--- config.mk ---
export PLATFORM = sky130hd
export DESIGN_NAME = mont_ds_mul
export DESIGN_NICKNAME = d
export VERILOG_FILES = /design/src/rtl/mont_ds_pkg.sv /design/src/rtl/mm_digit_cell.sv /design/src/rtl/mm_skip_adder.sv /design/src/rtl/mont_ds_mul.sv
export SDC_FILE = /design/constraint.sdc
export NUM_CORES = 2
export LEC_CHECK = 0
export BUFFER_PORTS_ARGS = -buffer_cell sky130_fd_sc_hd__buf_2
export CAP_MARGIN = 20
export CORE_MARGIN = 4
export CORE_UTILIZATION = 50
export CTS_CLUSTER_SIZE = 20
export DETAILED_ROUTE_END_ITERATION = 6
export PLACE_DENSITY = 0.69
export RECOVER_POWER = 50
export SETUP_SLACK_MARGIN = 0.4
export SLEW_MARGIN = 25
export SYNTH_ARGS = -nofsm -noshare
export SYNTH_HDL_FRONTEND = slang
export SYNTH_SLANG_ARGS = --single-unit
--- constraint.sdc ---
create_clock -name clk -period 29.3 [get_ports clk]
set_clock_uncertainty 0.15 [all_clocks]
set_input_delay 5.86 -clock clk [delete_from_list [all_inputs] [get_ports clk]]
set_output_delay 5.86 -clock clk [all_outputs]
set_load 0.01 [all_outputs]
--- src/rtl/mont_ds_pkg.sv ---
package mont_ds_pkg;
    typedef enum logic [2:0] {
        S_IDLE   = 3'd0,
        S_LOOP   = 3'd1,
        S_SETTLE = 3'd2,
        S_CORR   = 3'd3,
        S_FIN    = 3'd4
    } mm_state_e;
endpackage

--- src/rtl/mm_digit_cell.sv ---
// D chained radix-2 Montgomery steps on a carry-save pair, with look-ahead quotient.
module mm_digit_cell #(
    parameter int K = 64,
    parameter int D = 2
) (
    input  logic [K:0]   pc_i,
    input  logic [K:0]   ps_i,
    input  logic         q_i,
    input  logic [D:0]   xdig,
    input  logic [K-1:0] y,
    input  logic [K-1:0] m,
    output logic [K:0]   pc_o,
    output logic [K:0]   ps_o,
    output logic         q_o
);
    localparam int EW = K + 3;

    logic [K:0] pcs [D+1];
    logic [K:0] pss [D+1];
    logic       qs  [D+1];

    assign pcs[0] = pc_i;
    assign pss[0] = ps_i;
    assign qs[0]  = q_i;

    for (genvar g = 0; g < D; g++) begin : g_step
        logic [EW-1:0] a, b, xy, qm, s1, c1, s2, c2;
        assign a  = {2'b00, pcs[g]};
        assign b  = {2'b00, pss[g]};
        assign xy = xdig[g] ? {3'b000, y} : '0;
        assign qm = qs[g]   ? {3'b000, m} : '0;
        // two 3:2 compressor layers
        assign s1 = a ^ b ^ xy;
        assign c1 = ((a & b) | (a & xy) | (b & xy)) << 1;
        assign s2 = s1 ^ c1 ^ qm;
        assign c2 = ((s1 & c1) | (s1 & qm) | (c1 & qm)) << 1;
        // total is even by choice of quotient; halve each word
        assign pcs[g+1] = (K+1)'(c2 >> 1);
        assign pss[g+1] = (K+1)'(s2 >> 1);
        // next quotient from the two low bits only
        assign qs[g+1] = 1'(2'(pcs[g][1:0] + pss[g][1:0]
                               + (xdig[g] ? y[1:0] : 2'b00)
                               + (qs[g] ? m[1:0] : 2'b00)) >> 1)
                         ^ (xdig[g+1] & y[0]);
    end

    assign pc_o = pcs[D];
    assign ps_o = pss[D];
    assign q_o  = qs[D];
endmodule

--- src/rtl/mm_skip_adder.sv ---
// Block carry-skip adder: ripple inside each S-bit block, bypass when all propagate.
module mm_skip_adder #(
    parameter int NB = 5,
    parameter int S  = 16
) (
    input  logic [NB*S-1:0] a,
    input  logic [NB*S-1:0] b,
    output logic [NB*S:0]   sum
);
    logic [NB:0] cy;
    assign cy[0] = 1'b0;

    for (genvar k = 0; k < NB; k++) begin : g_blk
        logic [S:0]   rc;
        logic [S-1:0] ab, pr;
        assign ab = a[k*S +: S];
        assign pr = ab ^ b[k*S +: S];
        always_comb begin
            rc[0] = cy[k];
            for (int j = 0; j < S; j++) begin
                rc[j+1] = (ab[j] & b[k*S+j]) | (pr[j] & rc[j]);
            end
        end
        assign sum[k*S +: S] = pr ^ rc[S-1:0];
        assign cy[k+1] = (&pr) ? cy[k] : rc[S];
    end

    assign sum[NB*S] = cy[NB];
endmodule

--- src/rtl/mont_ds_mul.sv ---
module mont_ds_mul
    import mont_ds_pkg::*;
#(
    parameter int K = 64,
    parameter int D = 2,
    parameter int S = 16,
    parameter int W = 2
) (
    input  logic         clk,
    input  logic         rst_n,
    input  logic         start,
    input  logic [K-1:0] x_in,
    input  logic [K-1:0] y_in,
    input  logic [K-1:0] m_in,
    output logic [K-1:0] p_out,
    output logic         done
);
    localparam int NDIG = K / D;
    localparam int CMAX = (NDIG > W) ? NDIG : W;
    localparam int CW   = $clog2(CMAX + 1);
    localparam int NB   = (K + S) / S;
    localparam int AW   = NB * S;

    if ((K % D) != 0 || D >= K || W < 1) begin : g_bad_cfg
        $error("mont_ds_mul: K must be a multiple of D, D < K, W >= 1");
    end

    mm_state_e      state, state_n;
    logic [CW-1:0]  cnt;
    logic [K-1:0]   xsh, y_r, m_r, p_r;
    logic [K:0]     pc_r, ps_r, pc_n, ps_n;
    logic           q_r, q_n;
    logic [AW:0]    add_sum, sum_r, m_ext;

    mm_digit_cell #(.K(K), .D(D)) u_cell (
        .pc_i (pc_r),
        .ps_i (ps_r),
        .q_i  (q_r),
        .xdig (xsh[D:0]),
        .y    (y_r),
        .m    (m_r),
        .pc_o (pc_n),
        .ps_o (ps_n),
        .q_o  (q_n)
    );

    mm_skip_adder #(.NB(NB), .S(S)) u_add (
        .a   ({{(AW-K-1){1'b0}}, pc_r}),
        .b   ({{(AW-K-1){1'b0}}, ps_r}),
        .sum (add_sum)
    );

    assign m_ext = {{(AW+1-K){1'b0}}, m_r};

    // state register
    always_ff @(posedge clk or negedge rst_n) begin
        if (!rst_n) state <= S_IDLE;
        else        state <= state_n;
    end

    always_comb begin
        state_n = state;
        unique case (state)
            S_IDLE:   if (start) state_n = S_LOOP;
            S_LOOP:   if (cnt == CW'(NDIG - 1)) state_n = S_SETTLE;
            S_SETTLE: if (cnt == CW'(W - 1)) state_n = S_CORR;
            S_CORR:   state_n = S_FIN;
            S_FIN:    state_n = S_IDLE;
            default:  state_n = S_IDLE;
        endcase
    end

    // datapath
    always_ff @(posedge clk or negedge rst_n) begin
        if (!rst_n) begin
            cnt   <= '0;
            xsh   <= '0;
            y_r   <= '0;
            m_r   <= '0;
            pc_r  <= '0;
            ps_r  <= '0;
            q_r   <= 1'b0;
            sum_r <= '0;
            p_r   <= '0;
        end else begin
            unique case (state)
                S_IDLE: if (start) begin
                    xsh  <= x_in;
                    y_r  <= y_in;
                    m_r  <= m_in;
                    pc_r <= '0;
                    ps_r <= '0;
                    q_r  <= x_in[0] & y_in[0];
                    cnt  <= '0;
                end
                S_LOOP: begin
                    pc_r <= pc_n;
                    ps_r <= ps_n;
                    q_r  <= q_n;
                    xsh  <= xsh >> D;
                    cnt  <= (cnt == CW'(NDIG - 1)) ? '0 : cnt + 1'b1;
                end
                S_SETTLE: begin
                    cnt <= cnt + 1'b1;
                    if (cnt == CW'(W - 1)) sum_r <= add_sum;
                end
                S_CORR: p_r <= (sum_r >= m_ext) ? K'(sum_r - m_ext) : K'(sum_r);
                S_FIN: ;
                default: ;
            endcase
        end
    end

    // outputs
    always_comb begin
        done  = (state == S_FIN);
        p_out = p_r;
    end
endmodule

* Word level (Yosys, flattened, before mapping)
Cells that the tools add are included.
Storage, ports and cells: word-level logic and storage cells 320, output and inout bits 65, flip-flop bits (word level) 477
Cells by class: bitwise gates (word level) 251, reductions and logical operators 13, $lt $le $gt $ge 1, add/sub/neg operators 8, equal/unequal tests 9, multiplexer cells 28
Operator list (number):
- AND 65 bit | 12
- bitwise OR 65 bit | 8
- 2-to-1 mux 64 bit | 6
- bitwise XOR 66 bit | 4
- one-hot mux 65 bit (2 select lines) | 2
- bitwise XOR 16 bit | 9
- AND 1 bit | 132
- bitwise XOR 65 x 64 -> 65 bit | 2
- bitwise XOR 65 bit | 2
- one-hot mux 64 bit (2 select lines) | 1
- >= comparator 81 x 64 -> 1 bit | 1
- AND reduction 16 bit | 5
- 2-to-1 mux 65 bit | 1
- bitwise OR 1 bit | 64
- subtractor 64 bit | 1
- one-hot mux 6 bit (3 select lines) | 1
- AND 1 bit (first input constant) | 15
- adder 2 bit | 6
- 2-to-1 mux 6 bit | 2
- one-hot mux 3 bit (4 select lines) | 1
- 2-to-1 mux 3 bit | 3
- 2-to-1 mux 2 bit | 4
- AND reduction 2 bit | 4
- adder 6 x 1 -> 6 bit (second input constant) | 1
- 13 further kinds | 23

* Logic depth before layout (Yosys ltp)
depth in word-level cells 149, depth in mapped cells 70

* By module
From an unflattened synthesis, not the netlist that was laid out.
Unflattened totals: cell total of the unflattened synthesis 3334, area, all modules 33208.1 sq um
Modules (own cells, without submodules):
- mont_ds_mul | cells an instance 2314, sequential area each 11936.4 sq um, area an instance 22425.3 sq um, times used 1
- mm_digit_cell | cells an instance 817, sequential area each 0.0 sq um, area an instance 7903.8 sq um, times used 1
- mm_skip_adder | cells an instance 203, sequential area each 0.0 sq um, area an instance 2879.0 sq um, times used 1

* Least setup slack after synthesis
Ideal clock, no wire load.
path type register to register, start point reg pc_r[0], end point reg sum_r[64], setup time 0.083 ns, cell stages (with the launch flop) 71, slack 3.235 ns, path buffers 0, arrival 25.832 ns, cells stage by stage dfrtp_1 -> ha_1 -> fa_1 -> fa_1 -> fa_1 -> fa_1 -> fa_1 -> fa_1 -> fa_1 -> fa_1 -> fa_1 -> fa_1 -> fa_1 -> fa_1 -> fa_1 -> fa_1 -> fa_1 -> o41a_1 -> [35 not listed] -> fa_1 -> fa_1 -> fa_1 -> fa_1 -> fa_1 -> fa_1 -> fa_1 -> fa_1 -> fa_1 -> fa_1 -> fa_1 -> fa_1 -> fa_1 -> fa_1 -> fa_1 -> mux2i_1 -> fa_1 -> o21ai_0
Between the ends: cells in the longest elaborated chain, start to end 132
Ends and longest elaborated chain:
- start, declared | RTL line mont_ds_mul.sv:31 | logic [K:0] pc_r, ps_r, pc_n, ps_n;
- start signal, assigned | RTL line mont_ds_mul.sv:97 | pc_r <= pc_n;
- AND 1 bit (2 in a row) | RTL line mm_skip_adder.sv:21 | rc[j+1] = (ab[j] & b[k*S+j]) | (pr[j] & rc[j]);
- bitwise OR 1 bit | RTL line mm_skip_adder.sv:21
- AND 1 bit | RTL line mm_skip_adder.sv:21
- bitwise OR 1 bit | RTL line mm_skip_adder.sv:21
- AND 1 bit | RTL line mm_skip_adder.sv:21
- bitwise OR 1 bit | RTL line mm_skip_adder.sv:21
- AND 1 bit | RTL line mm_skip_adder.sv:21
- bitwise OR 1 bit | RTL line mm_skip_adder.sv:21
- [115 not listed]
- AND 1 bit | RTL line mm_skip_adder.sv:21
- bitwise OR 1 bit | RTL line mm_skip_adder.sv:21
- AND 1 bit | RTL line mm_skip_adder.sv:21
- bitwise OR 1 bit | RTL line mm_skip_adder.sv:21
- AND 1 bit | RTL line mm_skip_adder.sv:21
- bitwise OR 1 bit | RTL line mm_skip_adder.sv:21
- 2-to-1 mux 1 bit * | RTL line mm_skip_adder.sv:25 | assign cy[k+1] = (&pr) ? cy[k] : rc[S];
- bitwise XOR 16 bit * | RTL line mm_skip_adder.sv:24 | assign sum[k*S +: S] = pr ^ rc[S-1:0];
- end signal, assigned | RTL line mont_ds_mul.sv:105 | if (cnt == CW'(W - 1)) sum_r <= add_sum;
- end, declared | RTL line mont_ds_mul.sv:33 | logic [AW:0] add_sum, sum_r, m_ext;
Mark *: on every way between the ends. The rest lies on a longest branch, timed or not. A chain may end at the register's enable or synchronous reset.

* Worst setup path in the final report
Ends and elaborated chain as after synthesis.

==> Implementation_results.wiki <==
{| class="wikitable"
! Metric !! Value
|-
| Sink Count || about 460
|-
| Number of gates resized after cts || 0
|-
| Largest delay contributor family on the critical path || adder cells
|-
| Crit path launch type || flop
|-
| Number of violations reported at the end of detailed-routing iteration 0 || 1759
|-
| Final core utilization || 56.1%
|-
| Synthesis-to-layout area growth || 11.3%
|-
| Drt wl/cell || 18.5 um
|-
| Number of max-capacitance violations reported || 12
|-
| Result of the run || finished, violations left
|-
| Die W || 260 um
|-
| Input/output buffers || 259
|-
| Remaining global-route overflow || 0
|-
| Max Transition Viols Final || 770
|-
| IO Count || 260
|-
| Min Tclk post-route || 27610 ps
|-
| Final design instance area without fill || 35300 um^2
|-
| Most used cell, CP || sky130_fd_sc_hd__fa_1
|-
| Leakage Power || 0.0183 uW
|-
| Share of cells above drive strength 1 || 9.28%
|-
| Total power per unit cell area || 37.9 nW/um^2
|-
| # DRC || 0
|-
| Post-Place Cell Area || 33600 um^2
|-
| Maximum number of pins on one net before global-route repair || 140
|-
| Count of flip-flops with a built-in enable after synthesis || 0
|-
| Number of global-route vias before repair || 24800
|-
| Post-synth net total || 4106
|-
| Post-placement worst setup slack || 1730 ps
|-
| Share of synthesized flip-flops with an asynchronous set or reset || 100%
|-
| Class of the tightest hold or removal check || flop to flop
|-
| Worst path arrival time || about 28000 ps
|-
| Die height || 260 um
|-
| GRT Total Usage || 25.2%
|-
| Worst-margin pin slew || ~7000 ps
|-
| First-pass GRT wire length || around 140000 um
|-
| Summed negative setup slack over all endpoints || 0 ps
|-
| Max Freq || 36.2 MHz
|-
| Yosys Warn Count || 0
|-
| Syn Std Cell Area || 31700 um^2
|-
| Maximum level of the CTS H-tree || 2
|-
| Number of antenna violations at the first check in global routing || 8
|-
| Worst-path clk slew || 60 ps
|-
| Commonest cells post-synth || 788 x sky130_fd_sc_hd__nand2_1, 462 x sky130_fd_sc_hd__dfrtp_1, 335 x sky130_fd_sc_hd__inv_1
|-
| Estimated wirelength of the detail-placed design || 61000 um
|-
| Final critical-path setup slack || 1690 ps
|-
| Highest-delay cell along the critical path || sky130_fd_sc_hd__dfrtp_1
|-
| Insertion delay of the later-clocked pin in the worst-skew pair || 620 ps
|-
| Count of buffers added by post-CTS timing repair for setup || 0
|-
| Number of buffers between clock root and the deepest sink || 3
|-
| Cells taking the most area after synthesis || sky130_fd_sc_hd__dfrtp_1 36%, sky130_fd_sc_hd__fa_1 20%, sky130_fd_sc_hd__nand2_1 9.3%, sky130_fd_sc_hd__ha_1 5.3%, sky130_fd_sc_hd__inv_1 4.0%
|-
| TritonCTS clock tree || built
|-
| Total number of placement rows || 92
|-
| Critical path capture point type || flop
|-
| Post-synthesis cell type with the largest combined area || sky130_fd_sc_hd__dfrtp_1
|-
| Most common cell in the synthesized netlist || sky130_fd_sc_hd__nand2_1
|-
| Core area || 62900 um^2
|-
| Post-CTS Hold Buffers || 0
|-
| Flop and latch count out of synthesis || 462
|-
| Root buffer cell || sky130_fd_sc_hd__clkbuf_16
|-
| Hold violation total from the final report || 0
|-
| Routability cong. || ~0.90
|-
| NumNets Final || roughly 4300
|-
| Via count || 24000
|-
| Effective utilization at floorplan || approximately 50%
|-
| Final period utilization || 94.2%
|-
| Synth Instances || 3455
|-
| Worst path bufs/invs || 0
|-
| Number of CTS-inserted buffers || 52
|-
| Worst vdd ir || 0.0382 mV
|-
| Share of Yosys cell area claimed by the top area cell type || 36.5%
|-
| Area enclosed by the die boundary || around 67000 um^2
|-
| Top FF cell, synth || sky130_fd_sc_hd__dfrtp_1
|-
| Setup violations, final || 0
|-
| Detailed Routing Iterations Pass 1 || 5
|-
| Total detailed-routing wirelength || 83500 um
|-
| Maximum single-stage delay on the critical path || 440 ps
|-
| Classification of the worst setup path || flop to flop
|-
| Per-instance average area after synthesis || around 9 um^2
|-
| CP Max Fanout || 4
|-
| Violated checks || capacitance limit, slew limit
|-
| Required time reported for the critical path endpoint || 29670 ps
|-
| Sequential area share after synthesis || between 30% and 40%
|-
| Slew HR || -378%
|-
| Inserted Diodes || 0
|-
| Final antenna-violating net count || 0
|-
| Synth cell types || 65
|-
| RSZ-0062 raised after global routing || false
|-
| Vias per cell || 5.32
|}
## per-layer routing
metal	up-vias	routed length [um]	global-route usage, %
li1	11400	-	-
met1	11900	36500	35.0
met2	590	39300	40.5
met3	120	5400	5.37
met4	6	2350	6.99
met5	-	22	0
## metrics by stage
step	cells	total power, uW	hold WS, ps
after floorplan	3455	650	301
after global placement	4412	677	308
after detailed placement	4412	677	319
after CTS	4510	1350	332
after global routing	4510	1380	351
final	4510	1330	328
## worst register-to-register path, delay by kind of cell (launching register included)
| kind | cells | cell delay (ps) |
|---|---|---|
| flops | 1 | 440 |
| compound gates | 2 | 390 |
| mux | 3 | 810 |
| fa+ha+maj | 65 | 25730 |
## area by class of cell
class	count	area (um^2)
Clock buffer	75	1580
Sequential cell	462	11600
Tap cell	846	1060
Multi-Input combinational cell	2488	18200
Fill cell	5749	27600
Inverter	335	1260
Timing Repair Buffer	281	1390
Clock inverter	23	190
## cell usage in the layout (no fill, tap or decap), types with 7 or more instances in the layout
cell                        instances
sky130_fd_sc_hd__nand2_1          788
sky130_fd_sc_hd__dfrtp_1          461
sky130_fd_sc_hd__inv_1            335
sky130_fd_sc_hd__fa_1             321
sky130_fd_sc_hd__o21ai_0          288
sky130_fd_sc_hd__nor2_1           261
sky130_fd_sc_hd__buf_2            212
sky130_fd_sc_hd__ha_1             135
sky130_fd_sc_hd__and2_1           133
sky130_fd_sc_hd__a21oi_1          118
sky130_fd_sc_hd__o22ai_1           63
sky130_fd_sc_hd__clkbuf_1          61
sky130_fd_sc_hd__clkbuf_16         54
sky130_fd_sc_hd__xnor2_1           41
sky130_fd_sc_hd__nand4_1           34
sky130_fd_sc_hd__mux2i_1           32
sky130_fd_sc_hd__a21o_1            30
sky130_fd_sc_hd__nand3_1           29
sky130_fd_sc_hd__xor2_1            24
sky130_fd_sc_hd__nor3_1            20
sky130_fd_sc_hd__clkinv_2          15
sky130_fd_sc_hd__clkbuf_8          15
sky130_fd_sc_hd__a31oi_1           13
sky130_fd_sc_hd__o21ai_1           12
sky130_fd_sc_hd__and3_1            10
sky130_fd_sc_hd__o21bai_1          10
sky130_fd_sc_hd__buf_4             10
sky130_fd_sc_hd__nand2b_1           9
sky130_fd_sc_hd__nor4_1             8
sky130_fd_sc_hd__o211ai_1           8
sky130_fd_sc_hd__a2bb2oi_1          8
sky130_fd_sc_hd__a211oi_1           7
## cell families after synthesis
group	count (synthesis)	synth area share, %
fa+ha+maj	456	25.6
compound gates	611	11.2
xor+xnor	65	1.80
flops	462	36.5
mux	34	1.08
simple gates	1322	17.7
buf+inv	505	6.13
## worst paths after layout
kind                       cells past startpoint  slack, ps               endpoint                  from
max                                           70       1690  sum_r[64]$_DFFE_PN0P_   pc_r[0]$_DFFE_PN0P_
min                                            2        330   p_out[2]$_DFFE_PN0P_  p_out[2]$_DFFE_PN0P_
max reg2reg                                   70       1690  sum_r[64]$_DFFE_PN0P_   pc_r[0]$_DFFE_PN0P_
min reg2reg                                    2        330   p_out[2]$_DFFE_PN0P_  p_out[2]$_DFFE_PN0P_
max in group asynchronous                      2      12580  p_out[28]$_DFFE_PN0P_                 rst_n
min in group asynchronous                      1       7340    y_r[51]$_DFFE_PN0P_                 rst_n
## power breakdown
part           switching [uW]  leakage (uW)  internal, uW  total [uW]
sequential                  0       0.00579           638         638
clock                     278      0.000879           392         670
combinational            16.3        0.0116          9.71        26.0
total                     294        0.0183          1040        1330
## state kept, by name (all words and copies together) (netlist names)
signal,flops
cnt,6
m_r,64
p_out,64
pc_r,65
ps_r,65
q_r,1
state,3
sum_r,66
xsh,64
y_r,64
(Power assumes the default switching activity.)
